===== src/rtl/ddr_spacer_pkg.sv =====
package ddr_spacer_pkg;
  // strobes from control to datapath: which command issues this cycle
  typedef struct packed {
    logic issueRd;
    logic issueWr;
  } issueStrobes_t;
endpackage


===== src/rtl/ddr_spacer_dp.sv =====
module ddr_spacer_dp
  import ddr_spacer_pkg::*;
#(
  parameter int RANK_W = 2,
  parameter int CNT_W  = 4
) (
  input  logic              clk,
  input  logic              rst_n,
  input  issueStrobes_t     strb,
  input  logic [RANK_W-1:0] issueRank,
  output logic              haveLast,
  output logic              lastWasWrite,
  output logic [RANK_W-1:0] lastRank,
  output logic [CNT_W-1:0]  elapsed
);
  localparam logic [CNT_W-1:0] SAT = '1;
  localparam logic [CNT_W-1:0] ONE = CNT_W'(1);

  logic anyIssue;
  assign anyIssue = strb.issueRd | strb.issueWr;

  always_ff @(posedge clk) begin
    if (!rst_n) begin
      haveLast     <= 1'b0;
      lastWasWrite <= 1'b0;
      lastRank     <= '0;
      elapsed      <= SAT;
    end else if (anyIssue) begin
      haveLast     <= 1'b1;
      lastWasWrite <= strb.issueWr;
      lastRank     <= issueRank;
      elapsed      <= ONE;
    end else if (elapsed != SAT) begin
      elapsed      <= elapsed + ONE;
    end
  end
endmodule


===== src/rtl/ddr_spacer_ctrl.sv =====
module ddr_spacer_ctrl
  import ddr_spacer_pkg::*;
#(
  parameter int RANK_W    = 2,
  parameter int BURST_LEN = 4,
  parameter int CNT_W     = 4
) (
  input  logic              casLat3,
  input  logic              reqValid,
  input  logic              reqIsWrite,
  input  logic [RANK_W-1:0] reqRank,
  input  logic              haveLast,
  input  logic              lastWasWrite,
  input  logic [RANK_W-1:0] lastRank,
  input  logic [CNT_W-1:0]  elapsed,
  output logic              reqReady,
  output issueStrobes_t     strb
);
  localparam int BURST_CLKS = BURST_LEN / 2;
  localparam logic [CNT_W-1:0] GAP_RR_SAME = CNT_W'(BURST_CLKS);
  localparam logic [CNT_W-1:0] GAP_RR_DIFF = CNT_W'(BURST_CLKS + 1);
  localparam logic [CNT_W-1:0] GAP_WW      = CNT_W'(BURST_CLKS);
  localparam logic [CNT_W-1:0] GAP_WR      = CNT_W'(BURST_CLKS + 2);
  localparam logic [CNT_W-1:0] GAP_RW_CL2  = CNT_W'(2 + BURST_CLKS + 1);
  localparam logic [CNT_W-1:0] GAP_RW_CL3  = CNT_W'(3 + BURST_CLKS + 1);

  logic [CNT_W-1:0] needGap;

  always_comb begin
    unique case ({lastWasWrite, reqIsWrite})
      2'b00:   needGap = (reqRank == lastRank) ? GAP_RR_SAME : GAP_RR_DIFF;
      2'b01:   needGap = casLat3 ? GAP_RW_CL3 : GAP_RW_CL2;
      2'b10:   needGap = GAP_WR;
      default: needGap = GAP_WW;
    endcase
  end

  assign reqReady     = !haveLast || (elapsed >= needGap);
  assign strb.issueRd = reqValid && reqReady && !reqIsWrite;
  assign strb.issueWr = reqValid && reqReady && reqIsWrite;
endmodule


===== src/rtl/ddr_cmd_spacer.sv =====
module ddr_cmd_spacer
  import ddr_spacer_pkg::*;
#(
  parameter int RANK_W    = 2,
  parameter int BURST_LEN = 4
) (
  input  logic              clk,
  input  logic              rst_n,
  input  logic              casLat3,
  input  logic              reqValid,
  output logic              reqReady,
  input  logic              reqIsWrite,
  input  logic [RANK_W-1:0] reqRank,
  output logic [1:0]        cmdIssue,
  output logic [RANK_W-1:0] cmdRank
);
  localparam int MAX_GAP = 3 + BURST_LEN / 2 + 1;
  localparam int CNT_W   = $clog2(MAX_GAP + 2);

  issueStrobes_t     strb;
  logic              haveLast;
  logic              lastWasWrite;
  logic [RANK_W-1:0] lastRank;
  logic [CNT_W-1:0]  elapsed;

  ddr_spacer_ctrl #(.RANK_W(RANK_W), .BURST_LEN(BURST_LEN), .CNT_W(CNT_W)) ctrl_i (
    .casLat3(casLat3), .reqValid(reqValid), .reqIsWrite(reqIsWrite), .reqRank(reqRank),
    .haveLast(haveLast), .lastWasWrite(lastWasWrite), .lastRank(lastRank),
    .elapsed(elapsed), .reqReady(reqReady), .strb(strb)
  );

  ddr_spacer_dp #(.RANK_W(RANK_W), .CNT_W(CNT_W)) dp_i (
    .clk(clk), .rst_n(rst_n), .strb(strb), .issueRank(reqRank),
    .haveLast(haveLast), .lastWasWrite(lastWasWrite), .lastRank(lastRank),
    .elapsed(elapsed)
  );

  assign cmdIssue = {strb.issueWr, strb.issueRd};
  assign cmdRank  = reqRank;
endmodule


===== config.mk =====
export PLATFORM = sky130hd
export DESIGN_NAME = ddr_cmd_spacer
export DESIGN_NICKNAME = d
export VERILOG_FILES = /design/src/rtl/ddr_spacer_pkg.sv /design/src/rtl/ddr_spacer_dp.sv /design/src/rtl/ddr_spacer_ctrl.sv /design/src/rtl/ddr_cmd_spacer.sv
export SDC_FILE = /design/constraint.sdc
export NUM_CORES = 1
export LEC_CHECK = 0
export BUFFER_PORTS_ARGS = -buffer_cell sky130_fd_sc_hd__buf_2
export CAP_MARGIN = 10
export CORE_AREA = 2 2 39 41
export DETAILED_ROUTE_END_ITERATION = 6
export DIE_AREA = 0 0 41 43
export GPL_TIMING_DRIVEN = 0
export PLACE_DENSITY_LB_ADDON = 0.08
export SLEW_MARGIN = 0
export SYNTH_ARGS = -nofsm -noshare
export SYNTH_HDL_FRONTEND = slang
export SYNTH_SLANG_ARGS = --single-unit

===== constraint.sdc =====
create_clock -name clk -period 5.1 [get_ports clk]
set_input_delay 0.255 -clock clk [delete_from_list [all_inputs] [get_ports clk]]
set_output_delay 0.255 -clock clk [all_outputs]
set_load 0.05 [all_outputs]

# Word level (Yosys, flattened, before mapping)
# Index checks and enable logic that the tools add are counted.
dict set report op_classes {
  add_sub_neg 1
  n_eq_ne 4
  muxes 5
  bitwise 2
  reduce_logical 9
  magnitude_cmp 1
}
# operator count
set ops {}
lappend ops {{3-bit case mux with 3 select lines} 1}
lappend ops {{3-bit 2-to-1 mux} 2}
lappend ops {{3-bit by 1-bit adder with 3-bit output (second input constant)} 1}
lappend ops {{3-bit greater-or-equal comparator} 1}
lappend ops {{1-bit logical AND} 3}
lappend ops {{3-bit inequality test (second input constant)} 1}
lappend ops {{2-bit by 1-bit equality test with 1-bit output (second input constant)} 1}
lappend ops {{2-bit equality test} 1}
lappend ops {{2-bit equality test (second input constant)} 1}
lappend ops {{1-bit zero test} 2}
lappend ops {{2-bit zero test} 1}
lappend ops {{2-bit 2-to-1 mux} 1}
lappend ops {{2-bit nonzero test} 1}
lappend ops {{2-bit OR reduction} 1}
lappend ops {{1-bit logical OR} 1}
lappend ops {{1-bit 2-to-1 mux} 1}
lappend ops {{1-bit NOT} 1}
lappend ops {{1-bit bitwise OR} 1}
dict set report word_totals {
  out_inout_bits 5
  register_bits 7
  inputBits 7
  wordCells 27
}

# Logic depth before layout (Yosys ltp)
# Gate-level depths: netlist of the first run.
dict set report logic_depth {
  ltp_word 9
  mapped_depth 10
  mapped_depth_nobuf 9
}

# By module
# Synthesis of the first run repeated with hierarchy kept, for this count alone.
dict set report hier_totals {
  cells_unflattened 51
  hier_area_um2 481.7
}
# module cells_per_inst seq_area_each_um2 area_each_um2 instances
set modules_own_cells {}
lappend modules_own_cells {ddr_spacer_dp 26 140.1 280.3 1}
lappend modules_own_cells {ddr_spacer_ctrl 23 0.0 186.4 1}
lappend modules_own_cells {ddr_cmd_spacer 2 0.0 15.0 1}

# Least setup slack after synthesis of the first run
# No wires, ideal clock.
dict set report synth_timing {
  path_kind {reg2out}
  from {reg dp_i.lastWasWrite}
  to {out cmdIssue[0]}
  required_ns 4.845
  path_stages_with_launch 9
  setup_slack_ns 2.848
  n_path_buf 0
  t_arrival_ns 1.997
  path_cell_list {dfxtp_1 > inv_1 > ha_1 > o21ai_0 > a21oi_1 > ha_1 > nor2b_4 > o2111ai_4 > and3_1}
}
dict set report synth_between {
  elab_chain_cells 6
  word_cells_on_any_way 8
  cone_classes {order compare (1); eq/ne (2); mux (1); reduce/logical (4)}
}
# element line
set synth_lines {}
lappend synth_lines {{start, declared} ddr_spacer_dp.sv:12} ;# output logic lastWasWrite,
lappend synth_lines {{start signal, assigned} ddr_spacer_dp.sv:30} ;# lastWasWrite <= strb.issueWr;
lappend synth_lines {{2-bit equality test, or another cell as far along} ddr_spacer_ctrl.sv:30} ;# unique case ({lastWasWrite, reqIsWrite})
lappend synth_lines {{3-bit case mux with 3 select lines *} ddr_spacer_ctrl.sv:30}
lappend synth_lines {{3-bit greater-or-equal comparator *} ddr_spacer_ctrl.sv:38} ;# assign reqReady = !haveLast || (elapsed >= needGap);
lappend synth_lines {{1-bit logical OR *} ddr_spacer_ctrl.sv:38}
lappend synth_lines {{net reqReady} ddr_cmd_spacer.sv:11} ;# output logic reqReady,
lappend synth_lines {{1-bit logical AND * (2 in a row)} ddr_spacer_ctrl.sv:39} ;# assign strb.issueRd = reqValid && reqReady && !reqIsWrite;
lappend synth_lines {{end, declared} ddr_cmd_spacer.sv:14} ;# output logic [1:0] cmdIssue,
# Mark *: on every way through the listed nets, which the timed path passes. The rest lies on a longest branch.

# Worst setup path in the final report of the first run
dict set report layout_timing {
  from {reg dp_i.lastWasWrite}
  to {out cmdIssue[1]}
}
dict set report layout_between {
  elab_chain_cells 6
  word_cells_on_any_way 8
  cone_classes {order compare (1); eq/ne (2); mux (1); reduce/logical (4)}
}
# element line
set layout_lines {}
lappend layout_lines {{2-bit equality test, or another cell as far along} ddr_spacer_ctrl.sv:30}
lappend layout_lines {{3-bit case mux with 3 select lines *} ddr_spacer_ctrl.sv:30}
lappend layout_lines {{3-bit greater-or-equal comparator *} ddr_spacer_ctrl.sv:38}
lappend layout_lines {{1-bit logical OR *} ddr_spacer_ctrl.sv:38}
lappend layout_lines {{1-bit logical AND * (2 in a row)} ddr_spacer_ctrl.sv:40} ;# assign strb.issueWr = reqValid && reqReady && reqIsWrite;
# Every way passes the cells marked *; elsewhere a longest branch is shown, timed or not.

==> out/summary.txt, run 1 <==
CTS tree: built
nature of the critical path startpoint: register
largest family of logic cells by synthesized area: adder cells
Final TNS setup: 0 ns
CTS Root Cell: clkbuf_4
DRT antenna net count: 0
Pint: 131 uW
Yosys top cell area share: 28.0%
Static Leak: 0.000305 uW
Final Power: 210 uW
clock share of power: 25.6%
Initial Util: 36.2%
share of cells above drive strength 1: 29.4%
synthesized-area fraction occupied by adder cells: 20.0%
Avg Cell Area, Syn: 9.44 um2
share of synthesized area spent on multiplexers: 8.00%
HP Class: in2reg
Core ar.: 1380 um2
final setup vio count: 0
Multi-input gate area: 312 um2
most frequent cells in the layout: 11 x buf_2, 8 x ha_1, 7 x dfxtp_1
Iter 0 DRT Violations: 10
Yosys cell types: 22
crit path capture type: output pin
Die Footprint: 1760 um2
maximum vdd ir drop: 0.000130 V
Reg clk slew, reported paths: 0.06 ns
shortest period the worst path allows: 2.30 ns
sequential fraction of the synthesis area: 28.0%
drt via density: 4.68
htree depth: 1
Slew headroom: 83.6%
Final Max Tran Viols: 0
Synth area leader: dfxtp_1
Syn Nets: 68
R2R setup slack: 2.96 ns
XOR/XNOR Fraction of Synth Area: 5.25%
Die H: 43 um
largest net degree at the start of global routing: 9
Routability Congestion: 0.644
Syn-to-layout area delta: 20.2%
PD cells: 349 nW/um2
CTS max path bufs: 2
FF+latch area: 140 um2
crit share post-route: 45.1%
GRT Util Overall: 13.2%
outcome: finished, final reports clean
largest fanout on the critical path: 5
CTS Sinks: 7
first-pass GRT wire length: 1450 um
Flop pwr share: 33.4%
Vias: 393
postcts setup bufs: 0
Crit Path Category: reg2out
CTS buffer count: 3
Post-synth ARST share: 0%
number of hold buffers added after cts: 0
RSZ-0062 raised after global routing: no
vias in the first global route: 348
DRC errors left: 0
Clock Latency Late Sink: 0.26 ns
commonest non-fill, non-tap cell in the layout: buf_2
diode count: 0
Net Sw Power: 78.7 uW
die width: 41 um
Cell Area, Synth: 500 um2
Final Skew: 0.00465 ns
Max Cap Viol: 0
Synth Instances: 53
fmax: 435 MHz
Worst EP arrival: 2.04 ns
grt total ovfl: 0
FILL cells: 145
post-synthesis simple-gate area fraction: 16.8%
Core Rows: 14
DP Wirelength: 692 um
ranking of synthesized cells by area: dfxtp_1 28%, ha_1 20%, mux2i_1 8.0%, o2111ai_4 5.3%, inv_1 4.5%
Hold Fails Final Rpt: 0
Switching Fraction: 37.4%
Yosys reg bits: 7
TritonRoute pass-1 iters: 4
critical path launch point: dp_i.lastWasWrite
initial antenna violation count: 0
Boundary Pins: 12
Logic pwr share: 41.0%
Least-Margin Pin Slew: 0.248 ns
Yosys warning count: 0
Reg-to-Reg Start: dp_i.lastWasWrite
Worst Path Required: 4.85 ns
worst hold start: reqValid
Routed WL: 888 um
I/O Buffers: 11
Routed WL per cell: 10.6 um
final layout net count: 84
Synth Area in Compound Gates: 12.3%
number of synthesized flops with an enable pin: 0
post-CTS sizing: 0
Main synth FF type: dfxtp_1
[cell families (layout without fill, tap and decap cells)]
group / after synthesis / after routing
and+or+nand+nor: 15 / 15
buffers and inverters: 9 / 24
adders and majority gates: 8 / 8
AOI/OAI and AO/OA: 7 / 7
DFF: 7 / 7
muxes: 4 / 4
xor gates and xnor gates: 3 / 3
[state kept, by name, summed over array words and instances, names as in the netlist]
name and cells:
dp_i.elapsed 3, dp_i.haveLast 1, dp_i.lastRank 2, dp_i.lastWasWrite 1
[worst paths after layout]
path / to / cells after the start
setup reg to reg: dp_i.elapsed[0] / 9
setup / recovery: cmdIssue[1] / 8
hold reg to reg: dp_i.lastRank[0] / 2
hold / removal: dp_i.haveLast / 3
[cells in the mapped netlist (2+ instances only)]
cell     number
nor2_1        2
xor2_1        2
buf_4         2
o21ai_1       2
mux2i_1       4
nand2_1       6
dfxtp_1       7
inv_1         6
and3_1        2
ha_1          8
[stage by stage]
stage          hold slack, ns  util, %  area [um2]  worst slack (ns)  cells
2_1_floorplan           0.335        -         500              2.85     53
3_3_place_gp            0.458     41.6         576              2.90     80
3_5_place_dp            0.464     41.6         576              2.88     80
4_1_cts                 0.252     43.5         602              2.77     84
5_1_grt                 0.263     43.5         602              2.65     84
6_report                0.257     43.5         602              2.80     84
[power groups by stage]
stage	Sequential, uW	Clock, uW	Combinational (uW)
CTS	70.4	56.1	87.7
global route	71.3	58.8	97.0
global placement	71.2	0	85.9
detailed placement	71.6	0	87.4
finish	70.1	53.9	86.2
floorplan	69.8	0	71.6
[cell type report]
| type | instances | area share, % |
|---|---|---|
| inverters | 6 | 3.74 |
| plain buffers | 3 | 4.37 |
| flip-flops and latches | 7 | 23.3 |
| multi-input cells | 37 | 51.8 |
| well taps | 16 | 3.33 |
| clock buffers | 4 | 4.37 |
| repair buffers | 11 | 9.15 |
[worst max-delay path, stage by stage (launching register included)]
cell       delay (ns)
dfxtp_1          0.32
inv_1            0.07
ha_1             0.19
a211oi_1         0.25
ha_1             0.27
nand2_1          0.11
o2111ai_4        0.16
and3_1           0.20
buf_2            0.20
[metal layers]
layer / track usage, % / up-vias / part of all wire (%)
met5: 0 / - / 0
met1: 16.6 / 169 / 50
met4: 10.0 / 0 / 2.7
met2: 17.2 / 11 / 42
met3: 5.24 / 4 / 5.1
li1: - / 209 / -
Power figures use the tool's default switching activity.
==> inputs of run 2 (changes only) <==
ABC_AREA = 1   (was not set)
clock period = 2.2 ns   (was 5.1 ns; I/O delays follow)
==> run 2 against run 1 <==
  * Utilization rose by 3.9 points
  * Clock power rose by 110%
  * Via count rose by 13%
  * Design area rose by 8.9%
  * Register-to-register slack got worse by 2.5 ns
  * Sequential share of layout area fell by 1.7 points
  * Flip-flop and latch count did not move
  * Routed wire length fell by 5.1%
  * Combinational power rose to 3.1 times the previous value
  * Clock-buffer cell count did not move
  * Worst setup slack got worse by 2.7 ns
  * Cell count rose by 19%
  * Highest routed layer is now met3
==> out/summary.txt, run 2 <==
outcome: finished, final reports clean
Yosys top cell area share: 26.2% (-1.8 points)
Hold Fails Final Rpt: 0 (unchanged)
number of synthesized flops with an enable pin: 0 (unchanged)
I/O Buffers: 10 (-1)
Syn-to-layout area delta: 22.7%
Static Leak: 0.000349 uW (+14%)
Final Max Tran Viols: 0 (unchanged)
Synth area leader: dfxtp_1
Main synth FF type: dfxtp_1
Pint: 327 uW (+150%)
count leader, synth: nand2_1
CTS tree: built
commonest non-fill, non-tap cell in the layout: nand2_1
Post-synth ARST share: 0% (unchanged)
postcts setup bufs: 0 (unchanged)
largest reg by FF count: dp_i.elapsed
nature of the critical path startpoint: register
ranking of synthesized cells by area: dfxtp_1 26%, ha_1 19%, nand2_1 8.4%, inv_1 7.7%, nand3_1 5.6%
Yosys warning count: 0 (unchanged)
first-pass GRT wire length: 1280 um (-11%)
Final Skew: 0.00542 ns (+0.000774 ns)
crit share post-route: 93.3%
HP Class: in2reg
most frequent cells in the layout: 12 x nand2_1, 11 x inv_1, 9 x buf_2
Avg Cell Area, Syn: 7.63 um2 (-19%)
Syn Nets: 85 (+25%)
Core Rows: 14 (unchanged)
vias in the first global route: 342 (-1.7%)
Yosys cell types: 19 (-14%)
Crit Path Category: reg2out
Die Footprint: 1760 um2 (unchanged)
DRC errors left: 0 (unchanged)
Iter 0 DRT Violations: 2 (-8)
htree depth: 1 (unchanged)
Vias: 443 (+13%)
Slew headroom: 83.7% (about the same)
RSZ-0062 raised after global routing: no
Hold WS: 0.126 ns (-0.131 ns)
most common library cells after synthesis: 12 x nand2_1, 11 x inv_1, 8 x ha_1
CTS buffer count: 3 (unchanged)
largest fanout on the critical path: 8 (+3)
Reg clk slew, reported paths: 0.05 ns (about the same)
Logic pwr share: 47.7% (+6.7 points)
GRT Util Overall: 10.6% (-2.6 points)
DP Wirelength: 704 um (+1.8%)
DRT antenna net count: 0 (unchanged)
Boundary Pins: 12 (unchanged)
crit path capture type: output pin
Clock Latency Late Sink: 0.25 ns (about the same)
fmax: 487 MHz
Routed WL per cell: 8.43 um (-20%)
CTS Root Cell: clkbuf_4
final setup vio count: 0 (unchanged)
clock share of power: 20.6% (-5.0 points)
final layout net count: 100 (+19%)
maximum vdd ir drop: 0.000402 V (+210%)
Initial Util: 38.6% (+2.4 points)
initial antenna violation count: 0 (unchanged)
Switching Fraction: 40.9% (+3.5 points)
Core ar.: 1380 um2 (unchanged)
Net Sw Power: 226 uW (+190%)
largest net degree at the start of global routing: 9 (unchanged)
Cell Area, Synth: 534 um2 (+6.7%)
grt total ovfl: 0 (unchanged)
shortest period the worst path allows: 2.05 ns
Final TNS setup: 0 ns (unchanged)
Die H: 43 um (unchanged)
Worst EP arrival: 1.94 ns (-0.10 ns)
sequential fraction of the synthesis area: 26.2% (-1.8 points)
Worst Path Required: 2.09 ns (-2.76 ns)
Synth Instances: 70 (+32%)
Routed WL: 843 um (-5.1%)
CTS max path bufs: 2 (unchanged)
share of cells above drive strength 1: 28.6% (-0.84 points)
CTS Sinks: 7 (unchanged)
drt via density: 4.43 (-5.3%)
die width: 41 um (unchanged)
FILL cells: 157 (+8.3%)
Max Cap Viol: 0 (unchanged)
diode count: 0 (unchanged)
Least-Margin Pin Slew: 0.247 ns (-0.000837 ns)
Routability Congestion: 0.635 (-1.4%)
Flop pwr share: 31.7% (-1.7 points)
number of hold buffers added after cts: 0 (unchanged)
max reg flops: 3 (unchanged)
Regs by FF count: dp_i.elapsed (3), dp_i.lastRank (2)
PD cells: 844 nW/um2 (+140%)
Yosys reg bits: 7 (unchanged)
TritonRoute pass-1 iters: 2 (-2)
## run 2: cell types whose count changed after synthesis, sizes merged, moves of 2 or more
cell,change
nand2,+10
nor2,+7
nand3,+6
inv,+5
mux2i,-4
o21ai,-3
and3,-2
nand3b,+2
## run 2: cell families (layout without fill, tap and decap cells)
logic type      count (synthesis)  after routing  share of synthesized area [%]
simple gates                   33             33                           32.6
fa+ha+maj                       8              8                           18.7
flops                           7              7                           26.2
xor+xnor                        3              3                           4.92
buf+inv                        15             29                           12.2
compound gates                  4              4                           5.39
## run 2: metal layers
| layer | vias to the layer above | wire [um] | track usage, % |
|---|---|---|---|
| met4 | 0 | 0 | 8.00 |
| met5 | - | 0 | 0 |
| met2 | 4 | 408 | 14.4 |
| met1 | 193 | 414 | 14.5 |
| met3 | 0 | 20 | 1.57 |
| li1 | 246 | - | - |
## run 2: what timing repair did
item,4_1_cts,5_1_grt
endpoints found under the setup margin,0,2
hold endpoints to repair,0,0
resized for setup,0,8
## run 2: worst paths after layout
kind | from | end | slack [ns] | depth (start not counted)
hold reg to reg | dp_i.lastWasWrite | dp_i.lastWasWrite | 0.48 | 2
hold / removal | rst_n | dp_i.elapsed[2] | 0.13 | 2
setup reg to reg | dp_i.lastWasWrite | dp_i.lastWasWrite | 0.45 | 13
setup / recovery | dp_i.lastWasWrite | cmdIssue[0] | 0.15 | 12
## run 2: power by group through the flow
stage | Clock (uW) | Combinational [uW] | Sequential [uW]
floorplan | 0 | 217 | 171
global route | 126 | 302 | 179
global placement | 0 | 255 | 178
CTS | 120 | 259 | 176
finish | 114 | 264 | 176
detailed placement | 0 | 258 | 178
## run 2: final cells by class
class / instances / area (um2) / share of cell area, %
tap: 16 / 20.0 / 3.05
inverter: 12 / 45.0 / 6.87
sequential: 7 / 141 / 21.6
clock buffer: 4 / 26.3 / 4.01
timing repair buffer: 10 / 62.6 / 9.54
multi-input combinational: 48 / 340 / 51.9
buffer: 3 / 20.0 / 3.05
## run 2: per-stage QoR
step	std cells	power [uW]	setup slack, ns	area, um2	utilization [%]
global placement	96	433	0.286	607	43.9
global route	100	608	0.0136	656	47.4
floorplan	70	388	0.214	537	-
CTS	100	554	0.0103	633	45.8
detailed placement	96	436	0.289	607	43.9
finish	100	553	0.147	656	47.4
## run 2: critical path: stages (launching register included)
cell      delay [ns]
dfxtp_2         0.34
inv_1           0.06
ha_1            0.19
a211o_1         0.28
inv_1           0.05
ha_1            0.21
nand2_1         0.06
clkinv_1        0.06
nand2_2         0.08
nand2_4         0.08
nand2_8         0.09
nor2_2          0.04
buf_6           0.14
==> inputs of run 3 (changes only) <==
PLACE_DENSITY = 0.69   (was not set)
PLACE_DENSITY_LB_ADDON = not set   (was 0.08)
==> run 3 against run 2 <==
  * Power about the same
  * Cell count unchanged
  * Critical path depth unchanged
  * Critical endpoint unchanged
  * Largest power group unchanged
==> out/summary.txt, run 3 (synthesized netlist as in run 2, its figures left out) <==
largest fanout on the critical path: 8 (unchanged)
Final Power: 553 uW (about the same)
DP Wirelength: 650 um (-7.7%)
Crit-path slowest cell: dfxtp_2
fmax: 481 MHz (-1.2%)
Regs by FF count: dp_i.elapsed (3), dp_i.lastRank (2)
Die Footprint: 1760 um2 (unchanged)
crit share post-route: 94.5% (+1.1 points)
Reg-to-Reg Start: dp_i.lastWasWrite
final setup vio count: 0 (unchanged)
Hold WS: 0.124 ns (-0.00118 ns)
largest net degree at the start of global routing: 9 (unchanged)
most frequent cells in the layout: 12 x nand2_1, 11 x inv_1, 9 x buf_2
CTS buffer count: 3 (unchanged)
Cell Area, Placed: 607 um2 (unchanged)
critical path launch point: dp_i.lastWasWrite
Clock Latency Late Sink: 0.24 ns (about the same)
CTS tree: built
diode count: 0 (unchanged)
crit-path leading delay family: adder cells
Routed WL: 790 um (-6.3%)
Die H: 43 um (unchanged)
nature of the critical path startpoint: register
Worst EP arrival: 1.97 ns (+0.03 ns)
initial antenna violation count: 0 (unchanged)
TritonRoute pass-1 iters: 2 (unchanged)
RSZ-0062 raised after global routing: no
Max Cap Viol: 0 (unchanged)
Largest stage delay, worst path: 0.33 ns (about the same)
htree depth: 1 (unchanged)
drt via density: 4.47 (+0.90%)
shortest period the worst path allows: 2.08 ns (+0.0247 ns)
maximum vdd ir drop: 0.000350 V (-13%)
outcome: finished, final reports clean
Iter 0 DRT Violations: 2 (unchanged)
Syn-to-layout area delta: 22.7% (unchanged)
GRT Util Overall: 9.87% (-0.77 points)
FILL cells: 149 (-5.1%)
Hold Fails Final Rpt: 0 (unchanged)
I/O Buffers: 10 (unchanged)
PD cells: 843 nW/um2 (about the same)
Core Rows: 14 (unchanged)
CTS max path bufs: 2 (unchanged)
crit path capture type: output pin
Slew headroom: 83.7% (about the same)
Vias: 447 (+0.90%)
Final Max Tran Viols: 0 (unchanged)
Worst Path Required: 2.09 ns (about the same)
Final Skew: 0.00198 ns (-0.00344 ns)
postcts setup bufs: 0 (unchanged)
Crit Path Category: reg2out
Finished Cell Area: 656 um2 (unchanged)
Boundary Pins: 12 (unchanged)
die width: 41 um (unchanged)
Core ar.: 1380 um2 (unchanged)
HP Class: in2reg
DRT antenna net count: 0 (unchanged)
CTS Sinks: 7 (unchanged)
pre-CTS setup slack: 0.285 ns (-0.00406 ns)
Initial Util: 38.6% (unchanged)
worst hold start: rst_n
DRC errors left: 0 (unchanged)
final layout net count: 100 (unchanged)
Final TNS setup: 0 ns (unchanged)
CP Buf/Inv Count: 4 (unchanged)
largest reg by FF count: dp_i.elapsed
Least-Margin Pin Slew: 0.246 ns (-0.000444 ns)
vias in the first global route: 330 (-3.5%)
share of cells above drive strength 1: 28.6% (unchanged)
first-pass GRT wire length: 1150 um (-10%)
final worst setup slack: 0.122 ns (-0.0247 ns)
Routed WL per cell: 7.90 um (-6.3%)
sequence of cells on the critical path: inv_1, ha_1, a211o_1, inv_1, ha_1, nand2_1, clkinv_1, nand2_2, nand2_4, nand2_8, nor2_2, buf_6
Reg clk slew, reported paths: 0.05 ns (about the same)
Routability Congestion: 0.783 (+23%)
CTS Root Cell: clkbuf_4
commonest non-fill, non-tap cell in the layout: nand2_1
Static Leak: 0.000349 uW (unchanged)
grt total ovfl: 0 (unchanged)
max reg flops: 3 (unchanged)
-- run 3: path summary, 6_finish.rpt --
check / end / slack (ns) / cells past startpoint
hold reg to reg: dp_i.lastWasWrite / 0.48 / 2
hold / removal: dp_i.elapsed[0] / 0.12 / 2
setup / recovery: cmdIssue[0] / 0.12 / 12
setup reg to reg: dp_i.lastWasWrite / 0.43 / 13
-- run 3: layout make-up --
| cell class | count | area [um2] | area share (%) |
|---|---|---|---|
| multi-input cells | 48 | 340 | 51.9 |
| flip-flops and latches | 7 | 141 | 21.6 |
| repair buffers | 10 | 62.6 | 9.54 |
| inverters | 12 | 45.0 | 6.87 |
| clock buffers | 4 | 26.3 | 4.01 |
| plain buffers | 3 | 20.0 | 3.05 |
| well taps | 16 | 20.0 | 3.05 |
-- run 3: timing repair --
action | in CTS | in global routing
endpoints found under the setup margin | 0 | 2
gates resized for setup | 0 | 8
hold buffers | 0 | 0
-- run 3: worst reg2reg max path: cells and delay by family (launching register included) --
family | cells | cell delay [ns]
compound gates | 1 | 0.29
simple gates | 7 | 0.46
buf+inv | 3 | 0.19
fa+ha+maj | 2 | 0.40
flops | 1 | 0.33
-- run 3: stage by stage --
| step | utilization (%) | std cells |
|---|---|---|
| detailed placement | 43.9 | 96 |
| global placement | 43.9 | 96 |
| finish | 47.4 | 100 |
| CTS | 45.8 | 100 |
| floorplan | - | 70 |
| global route | 47.4 | 100 |
-- run 3: where the power goes --
group / internal [uW] / total, uW / switching (uW)
combinational: 105 / 269 / 164
sequential: 153 / 174 / 21.0
clock: 68.8 / 110 / 41.5
total: 327 / 553 / 226
-- run 3: routing by layer --
| metal | vias to the layer above | global-route usage, % | part of all wire (%) |
|---|---|---|---|
| li1 | 247 | - | - |
| met2 | 5 | 14.4 | 48 |
| met1 | 193 | 11.0 | 49 |
| met3 | 2 | 3.14 | 1.5 |
| met5 | - | 0 | 0 |
| met4 | 0 | 8.00 | 1.3 |
